## src/rtl/szg_pkg.sv

```systemverilog
package szg_pkg;
  typedef enum logic [1:0] {
    ZONE_SAFE   = 2'd0,
    ZONE_YELLOW = 2'd1,
    ZONE_RED    = 2'd2
  } zone_e;
endpackage

```

## src/rtl/szg_limit_reg.sv

```systemverilog
module szg_limit_reg #(
  parameter int          ADDR_W   = 16,
  parameter logic [15:0] REG_ADDR = 16'hFFFC,
  parameter bit          HAS_REG  = 1'b1
) (
  input  logic              clk,
  input  logic              rst,
  input  logic              wr_en,
  input  logic              rd_en,
  input  logic [ADDR_W-1:0] addr,
  input  logic [ADDR_W-1:0] wdata,
  output logic [ADDR_W-1:0] rdata,
  output logic [ADDR_W-1:0] limit
);
  localparam int LO_W = 8;
  localparam int HI_W = ADDR_W - LO_W;

  logic [HI_W-1:0] limit_hi;
  logic            sel;

  assign sel = (addr == REG_ADDR[ADDR_W-1:0]);

  generate
    if (HAS_REG) begin : g_reg
      logic [HI_W-1:0] hi_q;
      logic            unused_lo;
      assign unused_lo = ^wdata[LO_W-1:0];
      always_ff @(posedge clk) begin
        if (rst)              hi_q <= '0;
        else if (wr_en && sel) hi_q <= wdata[ADDR_W-1:LO_W];
      end
      assign limit_hi = hi_q;
    end else begin : g_fixed
      logic unused_in;
      assign unused_in = ^{wdata, wr_en};
      assign limit_hi  = '0;
    end
  endgenerate

  assign limit = {limit_hi, {LO_W{1'b0}}};

  always_ff @(posedge clk) begin
    if (rst)               rdata <= '0;
    else if (rd_en && sel) rdata <= limit;
    else                   rdata <= '0;
  end
endmodule

```

## src/rtl/szg_zone_classify.sv

```systemverilog
module szg_zone_classify
  import szg_pkg::*;
#(
  parameter int ADDR_W     = 16,
  parameter int RED_TOP    = 'h00DF,
  parameter int YEL_TOP    = 'h00FF,
  parameter int USER_FLOOR = 'h0100
) (
  input  logic [ADDR_W-1:0] addr,
  input  logic              kernel,
  input  logic [ADDR_W-1:0] limit,
  output zone_e             zone
);
  localparam int EW = ADDR_W + 1;

  logic [EW-1:0] addr_x, red_bound, yel_bound;

  assign addr_x    = {1'b0, addr};
  assign red_bound = {1'b0, limit} + EW'(RED_TOP);
  assign yel_bound = {1'b0, limit} + EW'(YEL_TOP);

  always_comb begin
    zone = ZONE_SAFE;
    if (kernel) begin
      if (addr_x <= red_bound)      zone = ZONE_RED;
      else if (addr_x <= yel_bound) zone = ZONE_YELLOW;
    end else begin
      if (addr_x < EW'(USER_FLOOR)) zone = ZONE_RED;
    end
  end
endmodule

```

## src/rtl/stack_zone_guard.sv

```systemverilog
module stack_zone_guard
  import szg_pkg::*;
#(
  parameter int          ADDR_W        = 16,
  parameter logic [15:0] LIMIT_ADDR    = 16'hFFFC,
  parameter bit          HAS_LIMIT_REG = 1'b1,
  parameter int          RED_TOP       = 'h00DF,
  parameter int          YEL_TOP       = 'h00FF,
  parameter int          USER_FLOOR    = 'h0100
) (
  input  logic              clk,
  input  logic              rst,
  input  logic              reg_wr,
  input  logic              reg_rd,
  input  logic [ADDR_W-1:0] reg_addr,
  input  logic [ADDR_W-1:0] reg_wdata,
  output logic [ADDR_W-1:0] reg_rdata,
  input  logic              acc_valid,
  input  logic [ADDR_W-1:0] acc_addr,
  input  logic              acc_kernel,
  input  logic              trap_taken,
  output logic              red_abort,
  output logic              yellow_pend
);
  logic [ADDR_W-1:0] limit;
  zone_e             zone;
  logic              hit_red, hit_yel;

  szg_limit_reg #(
    .ADDR_W(ADDR_W), .REG_ADDR(LIMIT_ADDR), .HAS_REG(HAS_LIMIT_REG)
  ) u_limit (
    .clk(clk), .rst(rst), .wr_en(reg_wr), .rd_en(reg_rd),
    .addr(reg_addr), .wdata(reg_wdata), .rdata(reg_rdata), .limit(limit)
  );

  szg_zone_classify #(
    .ADDR_W(ADDR_W), .RED_TOP(RED_TOP), .YEL_TOP(YEL_TOP),
    .USER_FLOOR(USER_FLOOR)
  ) u_class (
    .addr(acc_addr), .kernel(acc_kernel), .limit(limit), .zone(zone)
  );

  assign hit_red = acc_valid && (zone == ZONE_RED);
  assign hit_yel = acc_valid && (zone == ZONE_YELLOW);

  always_ff @(posedge clk) begin
    if (rst) begin
      red_abort   <= 1'b0;
      yellow_pend <= 1'b0;
    end else begin
      red_abort <= hit_red;
      if (hit_yel)         yellow_pend <= 1'b1;
      else if (trap_taken) yellow_pend <= 1'b0;
    end
  end
endmodule

```

## config.mk

```make
export PLATFORM = sky130hd
export DESIGN_NAME = stack_zone_guard
export DESIGN_NICKNAME = d
export VERILOG_FILES = /design/src/rtl/szg_pkg.sv /design/src/rtl/szg_limit_reg.sv /design/src/rtl/szg_zone_classify.sv /design/src/rtl/stack_zone_guard.sv
export SDC_FILE = /design/constraint.sdc
export NUM_CORES = 1
export LEC_CHECK = 0
export BUFFER_PORTS_ARGS = -buffer_cell sky130_fd_sc_hd__buf_4
export CAP_MARGIN = 20
export CORE_AREA = 2 2 65 67
export CTS_CLUSTER_SIZE = 25
export DETAILED_ROUTE_END_ITERATION = 6
export DIE_AREA = 0 0 67 69
export PLACE_DENSITY_LB_ADDON = 0.12
export SETUP_SLACK_MARGIN = 0.1
export SYNTH_ARGS = -nofsm -noshare
export SYNTH_HDL_FRONTEND = slang
export SYNTH_HIERARCHICAL = 1
export SYNTH_SLANG_ARGS = --single-unit
```

## constraint.sdc

```tcl
create_clock -name clk -period 3.2 [get_ports clk]
set_input_delay 0.8 -clock clk [delete_from_list [all_inputs] [get_ports clk]]
set_output_delay 0.8 -clock clk [all_outputs]
set_load 0.05 [all_outputs]
```

==> results.txt, run 1 <==
Status -> finished, final reports clean
Delay-heaviest family, CP -> simple AND/OR/NAND/NOR gates
Vias -> 1775
Peak Freq -> 389 MHz
Finished Cell Area -> 2330 sq um
Site row count -> 23
Most common cell in the netlist -> ha_1
Placement Cell Area -> 2290 sq um
First-pass GRT wire length -> 7160 um
Final nets -> 374
Initial antenna violation count -> 0
Skew final -> 0.00736 ns
Final Max Tran Viols -> 0
Switching Fraction -> 29.2%
H-tree levels -> 1
Critical Path RT -> 3.40 ns
Detail Route Antenna Nets -> 0
Post-synth top area share -> 19.0%
Crit path max fanout -> 4
Area growth syn-to-layout -> 23.0%
Asr flop ratio synth -> 0%
Clk sinks -> 18
TritonCTS Buffers -> 3
Slowest cell on crit path -> or4_1
Hold Slack -> 0.485 ns
Final TNS setup -> 0 ns
Antenna Diode Count -> 0
Top cells by area, synth -> dfxtp_1 (19%), ha_1 (18%), buf_4 (6.7%)
Clock Latency Late Sink -> 0.25 ns
# fillers -> 395
GPL Wtd Cong -> 0.808
Core ar. -> 3910 sq um
Post-CTS setup buffers -> 0
Cell type with the largest total area after synthesis -> dfxtp_1
Clock Pin Slew Worst Setup and Hold Paths -> 0.07 ns
CTS max path bufs -> 2
Drt drc -> 0
Switching power -> 0.000159 W
Buffers on Ports -> 56
Cells along the critical path -> buf_4 > ha_1 > nand3_1 > or4_1 > or2_2 > o2111a_1 > o31a_1 > and4bb_1
Die area -> 4620 sq um
Die height -> 69 um
Buf/Inv on CP -> 1
Post-synth top flop -> dfxtp_1
Cts hold-fix bufs -> 0
Synthesized flop and latch total -> 18
Sequential power share -> 41.2%
Top-Level Pins -> 73
Crit. End Element -> flop
Number of global-route vias before repair -> 1697
Peak per-stage delay on the critical path -> 0.62 ns
Final period util -> 80.4%
Total Wirelength -> 4060 um
Critical Path AT -> 2.77 ns
LEAKAGE -> 1.01 nW
Synth Instances -> 236
Startpoint types -> input port
PwrDens -> 234 nW/um^2
EDFF count, synth -> 0
Starting density of the core -> 48.4%
Router iterations before antenna repair -> 4
Clock share of power -> 28.1%
VDD IR max -> 0.153 mV
Hold Path Class -> reg2reg
Critical path class -> in2reg
Initial DRC count -> 39
Post-Syn Area -> 1890 sq um
Total GRT Usage -> 19.2%
Final-report hold violation count -> 0
DR WL/cell -> 12.0 um
CTS tree -> built
Root buffer cell -> clkbuf_8
Total congestion overflow -> 0
Pin count of the biggest net entering global routing -> 12
Register area share after synthesis -> 19.0%
Unrepaired setup endpoints after global routing -> no
Final period demand of the worst path -> 2.57 ns
Die Wd -> 67 um
Post-detail-place hpwl -> 3490 um
Mean Syn Cell Area -> 8.03 sq um
Power Internal -> 0.000387 W
Share of post-route cells with drive strength above 1 -> 24.9%
Number of gates resized after CTS -> 0
Combinational power share -> 30.7%
Setup violators final -> 0
Reported max-cap violation count -> 0
Distinct cell type count after synthesis -> 44
Vias/cell -> 5.24
Post-synth top cells -> ha_1 (28), a21oi_1 (21), dfxtp_1 (18)
Syn. warnings -> 6
-- path summary, 6_finish.rpt --
kind                    startpoint  depth (start not counted)  slack [ns]           to
min reg2reg            yellow_pend                          2        0.48  yellow_pend
max reg2reg  u_limit/g_reg.hi_q[7]                          8        0.71    red_abort
min                    yellow_pend                          2        0.48  yellow_pend
max                   acc_addr[15]                          8        0.63    red_abort
-- routing by layer --
layer,part of all wire (%),vias up,global-route usage [%]
li1,-,926,-
met1,49,783,26.7
met2,45,61,31.2
met3,5.5,5,2.61
met4,0.79,0,4.08
met5,0,-,0
-- area by class of cell --
cell class | count | area (sq um) | area share (%)
Clock buffer | 3 | 41.3 | 1.77
Inverter | 8 | 30.0 | 1.29
Timing Repair Buffer | 58 | 435 | 18.7
Multi-Input combinational cell | 202 | 1400 | 60.1
Sequential cell | 18 | 360 | 15.5
Tap cell | 50 | 62.6 | 2.69
-- cell families (layout without fill, tap and decap cells) --
| kind of cell | count (synthesis) | in the layout | synth area share [%] |
|---|---|---|---|
| buffers and inverters | 31 | 69 | 10.0 |
| and+or+nand+nor | 91 | 91 | 27.9 |
| xor gates and xnor gates | 22 | 22 | 10.2 |
| adders and majority gates | 28 | 28 | 18.5 |
| DFF | 18 | 18 | 19.0 |
| muxes | 1 | 1 | 0.528 |
| AOI/OAI and AO/OA | 44 | 44 | 13.6 |
| other | 1 | 16 | 0.198 |
-- worst register-to-register path: stages (launching register included) --
cell and delay, ns:
dfxtp_1 0.45, xnor2_1 0.12, ha_1 0.30, nand3_1 0.15, or4_1 0.62, or2_2 0.30, o2111a_1 0.13, o31a_1 0.12
and4bb_1 0.25
-- registers in the layout, summed over array words and instances (netlist names) --
signal              cells
u_limit/rdata           8
u_limit/g_reg.hi_q      8
yellow_pend             1
red_abort               1
-- placed cells by master (no fill, tap or decap), types with 5 or more instances in the layout --
cell type,count
and2_1,8
a21oi_1,21
nand2_1,15
o21ai_0,13
nor3_1,5
ha_1,28
nor4_1,5
buf_4,58
dfxtp_1,18
inv_1,8
xnor2_1,14
nand3_1,16
nand4_1,8
conb_1,16
xor2_1,8
nor2_1,13
-- metrics by stage --
| stage | cells | worst slack [ns] | util, % | power [W] |
|---|---|---|---|---|
| 6_report | 339 | 0.626 | 59.5 | 0.000546 |
| 5_1_grt | 339 | 0.518 | 59.5 | 0.000584 |
| 4_1_cts | 339 | 0.646 | 59.5 | 0.000547 |
| 3_5_place_dp | 336 | 0.385 | 58.5 | 0.000393 |
| 3_3_place_gp | 336 | 0.407 | 58.5 | 0.000391 |
| 2_1_floorplan | 251 | 0.686 | - | 0.000348 |
-- power groups by stage --
stage               combinational, W  sequential, W  clock [W]
detailed placement          0.000163       0.000230          0
global route                0.000192       0.000225   0.000167
global placement            0.000160       0.000230          0
finish                      0.000167       0.000225   0.000153
floorplan                   0.000116       0.000233          0
CTS                         0.000163       0.000225   0.000158
Power figures use the tool's default switching activity.
==> inputs of run 2 (changes only) <==
==> constraint.sdc (replaced) <==
create_clock -name clk -period 2.7 [get_ports clk]
set_input_delay 0.675 -clock clk [delete_from_list [all_inputs] [get_ports clk]]
set_output_delay 0.675 -clock clk [all_outputs]
set_load 0.05 [all_outputs]
==> run 2 against run 1 <==
Compared with the run above:
- wire length up 4.3%
- design area grew 3.2%
- setup slack got worse by 0.32 ns
- utilization increased by 1.9 points
- non-clock buffer count grew 8
- first-iteration DRC count grew to 2.6 times the previous value
- clock skew down 0.0053 ns
- clock power up 39%
- register-to-register slack got worse by 0.34 ns
- largest cell class unchanged
- flip-flop and latch count did not move
==> results.txt, run 2 (same netlist as run 1, synthesis figures left out) <==
Status -> finished, final reports clean
Die height -> 69 um (unchanged)
Peak per-stage delay on the critical path -> 0.60 ns (-0.02 ns)
Share of post-route cells with drive strength above 1 -> 27.2% (+2.3 points)
Setup violators final -> 0 (unchanged)
Hold path depth -> 2 (unchanged)
Total GRT Usage -> 19.5% (+0.29 points)
LEAKAGE -> 1.06 nW (+4.9%)
Buffers on Ports -> 56 (unchanged)
Final nets -> 382 (+2.1%)
Post-detail-place hpwl -> 3670 um (+5.3%)
Drt drc -> 0 (unchanged)
Initial antenna violation count -> 0 (unchanged)
Antenna Diode Count -> 0 (unchanged)
GPL Wtd Cong -> 0.870 (+7.7%)
Cells along the critical path -> buf_4 > ha_1 > nand3_1 > or4_1 > or2_2 > o2111a_1 > o31a_1 > and4bb_1
Total Wirelength -> 4240 um (+4.3%)
CTS tree -> built
Core ar. -> 3910 sq um (unchanged)
Peak Freq -> 418 MHz
Pin count of the biggest net entering global routing -> 12 (unchanged)
Clk sinks -> 18 (unchanged)
Critical Path RT -> 2.89 ns (-0.51 ns)
Die Wd -> 67 um (unchanged)
Largest regs -> u_limit/g_reg.hi_q: 8 flops, u_limit/rdata: 8 flops
VDD IR max -> 0.178 mV (+17%)
Layout Cells excl Fill -> 348 (+2.7%)
Vias/cell -> 5.20 (-0.78%)
Power Internal -> 0.000490 W (+27%)
H-tree levels -> 1 (unchanged)
Starting density of the core -> 48.4% (unchanged)
Clock share of power -> 31.3% (+3.2 points)
DR WL/cell -> 12.2 um (+1.6%)
Die area -> 4620 sq um (unchanged)
Reported max-cap violation count -> 0 (unchanged)
Vias -> 1808 (+1.9%)
Detail Route Antenna Nets -> 0 (unchanged)
Number of global-route vias before repair -> 1656 (-2.4%)
Unrepaired setup endpoints after global routing -> no
Crit. End Element -> flop
CTS max path bufs -> 2 (unchanged)
Cts hold-fix bufs -> 0 (unchanged)
Top-Level Pins -> 73 (unchanged)
Post-CTS setup buffers -> 0 (unchanged)
Total congestion overflow -> 0 (unchanged)
Most common cell after layout, fill and taps aside -> buf_4
Area growth syn-to-layout -> 26.9%
Final-report hold violation count -> 0 (unchanged)
Final TNS setup -> 0 ns (unchanged)
Clock Latency Late Sink -> 0.25 ns (about the same)
Combinational power share -> 29.6% (-1.1 points)
Final period demand of the worst path -> 2.39 ns
Slowest cell on crit path -> or4_1
First-pass GRT wire length -> 7210 um (+0.77%)
R2R depth -> 8 (unchanged)
Critical path class -> in2reg
Switching power -> 0.000192 W (+21%)
Startpoint types -> input port
Final period util -> 88.5%
Initial DRC count -> 100 (+160%)
Final Max Tran Viols -> 0 (unchanged)
Site row count -> 23 (unchanged)
Hold Slack -> 0.473 ns (-0.0119 ns)
Inst Count DP -> 344 (+2.4%)
Critical Path AT -> 2.58 ns (-0.19 ns)
Most frequent cells in the layout -> buf_4 (66), ha_1 (28), a21oi_1 (21)
Switching Fraction -> 28.2% (-0.97 points)
PwrDens -> 284 nW/um^2 (+21%)
Clock Pin Slew Worst Setup and Hold Paths -> 0.06 ns (about the same)
Sequential power share -> 39.1% (-2.1 points)
Root buffer cell -> clkbuf_8
Router iterations before antenna repair -> 4 (unchanged)
TritonCTS Buffers -> 3 (unchanged)
Hold Path Class -> reg2reg
Number of gates resized after CTS -> 0 (unchanged)
Skew final -> 0.00205 ns (-0.00531 ns)
Crit path max fanout -> 3 (-1)
-- run 2: cell count changes in the layout (fill, tap and decap cells not counted) --
cell / delta
clkbuf_8: +1
buf_4: +8
-- run 2: worst paths after layout --
path         slack [ns]           to                  start
min reg2reg        0.47  yellow_pend            yellow_pend
min                0.47  yellow_pend            yellow_pend
max                0.31    red_abort           acc_addr[15]
max reg2reg        0.37    red_abort  u_limit/g_reg.hi_q[7]
-- run 2: routing by layer --
layer  share of wire [%]  up-vias  GRT usage [%]
li1                    -      949              -
met1                  49      790           28.3
met2                  43       65           29.8
met3                 7.3        4           3.75
met4                0.64        0           3.85
met5                   0        -              0
-- run 2: worst max-delay path, delay by kind of cell --
family	cells	cell delay, ns
AOI/OAI and AO/OA	2	0.24
adders and majority gates	1	0.29
buffers and inverters	1	0.12
and+or+nand+nor	4	1.26
-- run 2: power groups by stage --
stage	sequential (W)	clock, W	combinational [W]
5_1_grt	0.000267	0.000232	0.000227
2_1_floorplan	0.000276	0	0.000137
6_report	0.000267	0.000213	0.000202
3_3_place_gp	0.000273	0	0.000191
4_1_cts	0.000267	0.000219	0.000195
3_5_place_dp	0.000273	0	0.000194
-- run 2: metrics by stage --
step | power [W] | setup WS (ns) | instance area, sq um | util, %
floorplan | 0.000413 | 0.311 | 1950 | -
global placement | 0.000463 | 0.0878 | 2350 | 60.0
detailed placement | 0.000467 | 0.0532 | 2350 | 60.0
CTS | 0.000681 | 0.318 | 2400 | 61.4
global route | 0.000726 | 0.176 | 2400 | 61.4
finish | 0.000682 | 0.310 | 2400 | 61.4
-- run 2: final cells by class --
type	instances	area (sq um)
Timing Repair Buffer	66	495
Tap cell	50	62.6
Clock buffer	4	55.1
Fill cell	375	1510
Sequential cell	18	360
Multi-Input combinational cell	202	1400
Inverter	8	30.0
